**src/rtl/dslot_pkg.sv**
```systemverilog
package dslot_pkg;

  typedef enum logic [1:0] {
    QM_KEEP           = 2'b00,
    QM_KEEP_TAKEN     = 2'b01,
    QM_KEEP_NOT_TAKEN = 2'b10,
    QM_DISCARD        = 2'b11
  } qmode_t;

  typedef enum logic [1:0] {
    PH_IDLE  = 2'd0,
    PH_SLOT1 = 2'd1,
    PH_SLOT2 = 2'd2
  } phase_t;

  // Strobes from control to datapath
  typedef struct packed {
    logic inSlot;   // bundle issued this cycle is a delay slot
    logic resolve;  // branch decision is known this cycle
    logic keep;     // decision: 1 commit the slots, 0 quash them
  } qcStrobe_t;

endpackage

```
**src/rtl/dslot_ctrl.sv**
```systemverilog
module dslot_ctrl
  import dslot_pkg::*;
#(
  parameter int ADDR_W = 40
) (
  input  logic              clk,
  input  logic              rst,
  input  logic              brValid,
  input  logic [1:0]        brMode,
  input  logic [ADDR_W-1:0] brTarget,
  input  logic              brTest,
  output qcStrobe_t         strobe,
  output logic              redirectValid,
  output logic [ADDR_W-1:0] redirectTarget
);

  phase_t            phase;
  qmode_t            modeQ;
  logic [ADDR_W-1:0] targetQ;
  logic              keepDecision;

  always_comb begin
    unique case (modeQ)
      QM_KEEP:           keepDecision = 1'b1;
      QM_KEEP_TAKEN:     keepDecision = brTest;
      QM_KEEP_NOT_TAKEN: keepDecision = ~brTest;
      default:           keepDecision = 1'b0;
    endcase
  end

  always_comb begin
    strobe.inSlot  = (phase != PH_IDLE);
    strobe.resolve = (phase == PH_SLOT2);
    strobe.keep    = keepDecision;
  end

  always_ff @(posedge clk) begin
    if (rst) begin
      phase          <= PH_IDLE;
      modeQ          <= QM_KEEP;
      targetQ        <= '0;
      redirectValid  <= 1'b0;
      redirectTarget <= '0;
    end else begin
      redirectValid <= (phase == PH_SLOT2) && brTest;
      if ((phase == PH_SLOT2) && brTest) redirectTarget <= targetQ;
      unique case (phase)
        PH_IDLE: begin
          if (brValid) begin
            phase   <= PH_SLOT1;
            modeQ   <= qmode_t'(brMode);
            targetQ <= brTarget;
          end
        end
        PH_SLOT1: phase <= PH_SLOT2;
        default:  phase <= PH_IDLE;
      endcase
    end
  end

  assert_reset_redirect_R1: assert property (@(posedge clk)
    rst |=> !redirectValid);

  assert_redirect_pulse_R8: assert property (@(posedge clk) disable iff (rst)
    redirectValid |=> !redirectValid);

  assert_no_nested_R9: assert property (@(posedge clk) disable iff (rst)
    (phase != PH_IDLE) |=> (phase != PH_SLOT1));

  assert_test_window_R10: assert property (@(posedge clk) disable iff (rst)
    redirectValid |-> ($past(phase) == PH_SLOT2 && $past(brTest)));

endmodule

```
**src/rtl/dslot_data.sv**
```systemverilog
module dslot_data
  import dslot_pkg::*;
#(
  parameter int LANES      = 2,
  parameter int COMMIT_LAT = 3
) (
  input  logic             clk,
  input  logic             rst,
  input  logic [LANES-1:0] issueValid,
  input  qcStrobe_t        strobe,
  output logic [LANES-1:0] commitEn,
  output logic [LANES-1:0] quashEn
);

  localparam int LAST = COMMIT_LAT - 1;

  logic [COMMIT_LAT-1:0][LANES-1:0] stLanes;
  logic [COMMIT_LAT-1:0]            stPend;
  logic [COMMIT_LAT-1:0]            stKeep;

  always_ff @(posedge clk) begin
    if (rst) begin
      stLanes <= '0;
      stPend  <= '0;
      stKeep  <= '0;
    end else begin
      stLanes[0] <= issueValid;
      stPend[0]  <= strobe.inSlot & ~strobe.resolve;
      stKeep[0]  <= ~strobe.inSlot | (strobe.resolve & strobe.keep);
      for (int s = 1; s < COMMIT_LAT; s++) begin
        stLanes[s] <= stLanes[s-1];
        if (strobe.resolve && stPend[s-1]) begin
          stPend[s] <= 1'b0;
          stKeep[s] <= strobe.keep;
        end else begin
          stPend[s] <= stPend[s-1];
          stKeep[s] <= stKeep[s-1];
        end
      end
    end
  end

  for (genvar l = 0; l < LANES; l++) begin : g_lane
    assign commitEn[l] = stLanes[LAST][l] &  stKeep[LAST];
    assign quashEn[l]  = stLanes[LAST][l] & ~stKeep[LAST];
  end

  assert_reset_clear_R1: assert property (@(posedge clk)
    rst |=> (commitEn == '0 && quashEn == '0));

  assert_decided_at_commit_R7: assert property (@(posedge clk) disable iff (rst)
    (stLanes[LAST] != '0) |-> !stPend[LAST]);

endmodule

```
**src/rtl/dslot_quash_ctrl.sv**
```systemverilog
module dslot_quash_ctrl
  import dslot_pkg::*;
#(
  parameter int LANES      = 2,
  parameter int ADDR_W     = 40,
  parameter int COMMIT_LAT = 3
) (
  input  logic              clk,
  input  logic              rst,
  input  logic [LANES-1:0]  issueValid,
  input  logic              brValid,
  input  logic [1:0]        brMode,
  input  logic [ADDR_W-1:0] brTarget,
  input  logic              brTest,
  output logic [LANES-1:0]  commitEn,
  output logic [LANES-1:0]  quashEn,
  output logic              redirectValid,
  output logic [ADDR_W-1:0] redirectTarget
);

  qcStrobe_t strobe;

  dslot_ctrl #(.ADDR_W(ADDR_W)) u_ctrl (
    .clk            (clk),
    .rst            (rst),
    .brValid        (brValid),
    .brMode         (brMode),
    .brTarget       (brTarget),
    .brTest         (brTest),
    .strobe         (strobe),
    .redirectValid  (redirectValid),
    .redirectTarget (redirectTarget)
  );

  dslot_data #(.LANES(LANES), .COMMIT_LAT(COMMIT_LAT)) u_data (
    .clk        (clk),
    .rst        (rst),
    .issueValid (issueValid),
    .strobe     (strobe),
    .commitEn   (commitEn),
    .quashEn    (quashEn)
  );

endmodule

```
**config.mk**
```make
export PLATFORM = sky130hd
export DESIGN_NAME = dslot_quash_ctrl
export DESIGN_NICKNAME = d
export VERILOG_FILES = /design/src/rtl/dslot_pkg.sv /design/src/rtl/dslot_ctrl.sv /design/src/rtl/dslot_data.sv /design/src/rtl/dslot_quash_ctrl.sv
export SDC_FILE = /design/constraint.sdc
export NUM_CORES = 1
export LEC_CHECK = 0
export BUFFER_PORTS_ARGS = -buffer_cell sky130_fd_sc_hd__buf_2
export CAP_MARGIN = 20
export CORE_ASPECT_RATIO = 0.75
export CORE_MARGIN = 2
export CORE_UTILIZATION = 48
export CTS_CLUSTER_DIAMETER = 80
export DETAILED_ROUTE_END_ITERATION = 12
export PLACE_DENSITY = 0.75
export SYNTH_ARGS = -nofsm -noshare
export SYNTH_HDL_FRONTEND = slang
export SYNTH_HIERARCHICAL = 1
export SYNTH_SLANG_ARGS = --single-unit
```
**constraint.sdc**
```tcl
create_clock -name clk -period 1.2 [get_ports clk]
set_clock_uncertainty 0.2 [all_clocks]
set_input_delay 0.18 -clock clk [delete_from_list [all_inputs] [get_ports clk]]
set_output_delay 0.18 -clock clk [all_outputs]
set_load 0.005 [all_outputs]
```
==> results.yml <==
run_status:
  outcome: "finished, violations left"
  violations: "setup timing"
synth:
  synth-xor-area-share: 0
  synth_compound_area_frac: 0.0109
  netlist_top_cells_area: "dfxtp_1 49%, mux2i_1 21%, nand2b_1 20%, buf_8 2.3%, nor2b_1 1.4%"
  async_flop_share: 0
  synth_top_cell_by_area: "dfxtp_1"
  syn_area_sq_mm: 0.00391
  ys.flop_type: "dfxtp_1"
  synth_fa_ha_area_frac: 0
  syn_nets: 404
  synth_seq_cells: 96
  synth.area.mux_share: 0.212
  netlist_instances: 356
  synth_cell_types: 21
  synth-edff-count: 0
  synth_top_family_by_area: "simple AND/OR/NAND/NOR gates"
  synth-seq-area-share: 0.491
  synth_common_cells: "124 x nand2b_1, 96 x dfxtp_1, 83 x mux2i_1, 12 x clkbuf_1, 9 x nor2b_1"
  syn_avg_cell_area_sq_um: 11.0
  yosysMostFrequentCell: "nand2b_1"
  ys_warn_count: 6
  yosysTopAreaCellShare: 0.491
  synth-simple-area-share: 0.237
layout:
  finalInstanceArea_sq_mm: 0.00568
  drive_above_1_share: 0.385
  n_antenna_cell: 0
  ff_latch_area_sq_mm: 0.00199
  fin_cells: 617
  multi_input_area_sq_mm: 0.00187
  finalNetCount: 555
  utilization: 0.720
  synthToLayoutAreaGrowth_pct: 45.1
  fill_cells: 579
min_path:
  hold_path_class: "input pin to flop"
  hp-start: "brTest"
place:
  portBuffers: 92
  gp_congestion: 0.689
  place_inst: 539
  dpl_worst_slack_ns: -0.227
  hpwl_um: 4690
  dpl_cell_area_sq_mm: 0.00447
pwr:
  power_frac_comb: 0.128
  sw_frac_of_total: 0.236
  power_density_mw_per_mm2: 1110
  clkPwrFrac: 0.342
  p_leak_nw: 2.47
  p_sw_mw: 1.49
  ir_worst_vdd_v: 0.000672
  seq_power_share: 0.531
  p_int_mw: 4.83
sta:
  period_share: 1.22
  drv_slew: 0
  tns_ns: -18.09
  slew_headroom: 0.849
  min_period_ns: 1.46
  worst_slack_ns: -0.263
  hold_viol_final: 0
  rsz0062_at_grt: "yes"
  setup_viol: 94
  max_freq_ghz: 0.683
  tightest_slew_ns: 0.227
global_routing:
  overflow: 0
  antenna_found_initial: 0
  grt_busiest_layer: "met2"
  grt_util_met3: 0.0651
  use_met2: 0.311
  grt_max_degree: 73
  grt_first_pass_wirelength_um: 13200
  gr-usage-met1: 0.255
  grt_pass1_vias: 2771
  grt_usage: 0.193
drt:
  wl_um: 8650
  wl_per_cell_um: 14.0
  drt_iter0_drc: 88
  drc: 0
  ant_nets: 0
  via_count: 2845
  vias_per_cell: 4.61
  first_pass_iters: 4
critical_path:
  path_class: "flop to flop"
  cp.arrival_ns: 1.54
  critPathLaunchType: "flop"
  critPathMaxFanout: 12
  crit_start: "u_ctrl/phase[1]"
  r2r_start: "u_ctrl/phase[1]"
  required_ns: 1.28
  cp-end-kind: "flop"
clock_network:
  cts_tree: "yes"
  cts_made_buffers: 9
  clock-sinks: 96
  clk_path_buf_depth: 2
  worstSkewPairLatency_ns: 0.35
  cts_root_buf: "clkbuf_8"
  h-tree-depth: 3
  clk_pin_slew_ns: 0.09
floorplanning:
  rows: 28
  die_y_um: 82.2
  die_area_sq_mm: 0.00889
  start_util: 0.496
  die_w_um: 108
  num_io_pins: 93
  core_area_sq_mm: 0.00788
flow_run:
  cap_violations: 0
==> per-stage QoR <==
step	power (mW)	hold WS, ns
3_3_place_gp	3.97	0.198
6_report	6.32	0.0678
2_1_floorplan	3.84	0.0516
3_5_place_dp	3.99	0.200
4_1_cts	6.32	0.0598
5_1_grt	6.59	0.0477
==> cells in the final DEF, fill, tap and decap left out, drive strengths merged <==
| cell type | count |
|---|---|
| nand2b | 124 |
| buf | 119 |
| dfxtp | 96 |
| mux2i | 83 |
| dlygate4sd3 | 44 |
| clkbuf | 12 |
| nor2b | 9 |
| nor3b | 4 |
| a21oi | 3 |
| clkinvlp | 2 |
| and2 | 2 |
| nand3 | 2 |
| a21bo | 2 |
| clkinv | 2 |
| bufinv | 1 |
| inv | 1 |
| or2 | 1 |
| and2b | 1 |
| and3b | 1 |
| nand3b | 1 |
| nor2 | 1 |
| nand2 | 1 |
==> area by class of cell <==
cell class	count	area share
flip-flops and latches	96	0.350
clock inverters	6	0.0119
multi-input cells	235	0.330
clock buffers	10	0.0243
repair buffers	165	0.261
well taps	105	0.0231
==> power groups by stage <==
| stage | Sequential (mW) | Clock (mW) | Combinational [mW] |
|---|---|---|---|
| floorplan | 3.42 | 0 | 0.415 |
| global placement | 3.43 | 0 | 0.548 |
| detailed placement | 3.43 | 0 | 0.559 |
| CTS | 3.35 | 2.20 | 0.769 |
| global route | 3.37 | 2.36 | 0.868 |
| finish | 3.36 | 2.16 | 0.809 |
==> worst paths after layout <==
path	endpoint	slack, ns	cells after the start
min reg2reg	u_data/stLanes[5]	0.24	1
max	u_ctrl/targetQ[19]	-0.26	4
min	u_ctrl/redirectValid	0.07	4
max reg2reg	u_ctrl/targetQ[19]	-0.26	4
==> sequential cells by signal, indices dropped and copies added, names as in the netlist <==
signal                 flops
u_data/stKeep              3
u_data/stPend              2
u_ctrl/redirectTarget     40
u_ctrl/modeQ               2
u_ctrl/redirectValid       1
u_data/stLanes             6
u_ctrl/phase               2
u_ctrl/targetQ            40
==> logic make-up (layout without fill, tap and decap cells) <==
group                  after synthesis  count (layout)
DFF                                 96              96
buffers and inverters               25             181
muxes                               83              83
and+or+nand+nor                    147             147
AOI/OAI and AO/OA                    5               5
==> layer usage <==
layer,vias to the layer above,share of wire
met5,-,0
met4,0,0.010
met3,8,0.044
met2,63,0.46
met1,1311,0.49
li1,1463,-
==> what timing repair did <==
action / CTS / global route
resized for setup: 45 / 50
gates cloned: 5 / 2
endpoints found under the setup margin: 114 / 134
hold buffers: 44 / 0
hold endpoints to repair: 44 / 0
pin swaps: 3 / 5
setup buffers: 6 / 6
==> critical path, cell delays in order, from the launching register on <==
cell,delay [ns]
dfxtp_4,0.37
nor3b_4,0.25
buf_6,0.19
buf_12,0.16
mux2i_1,0.21
Power figures use the tool's default switching activity.
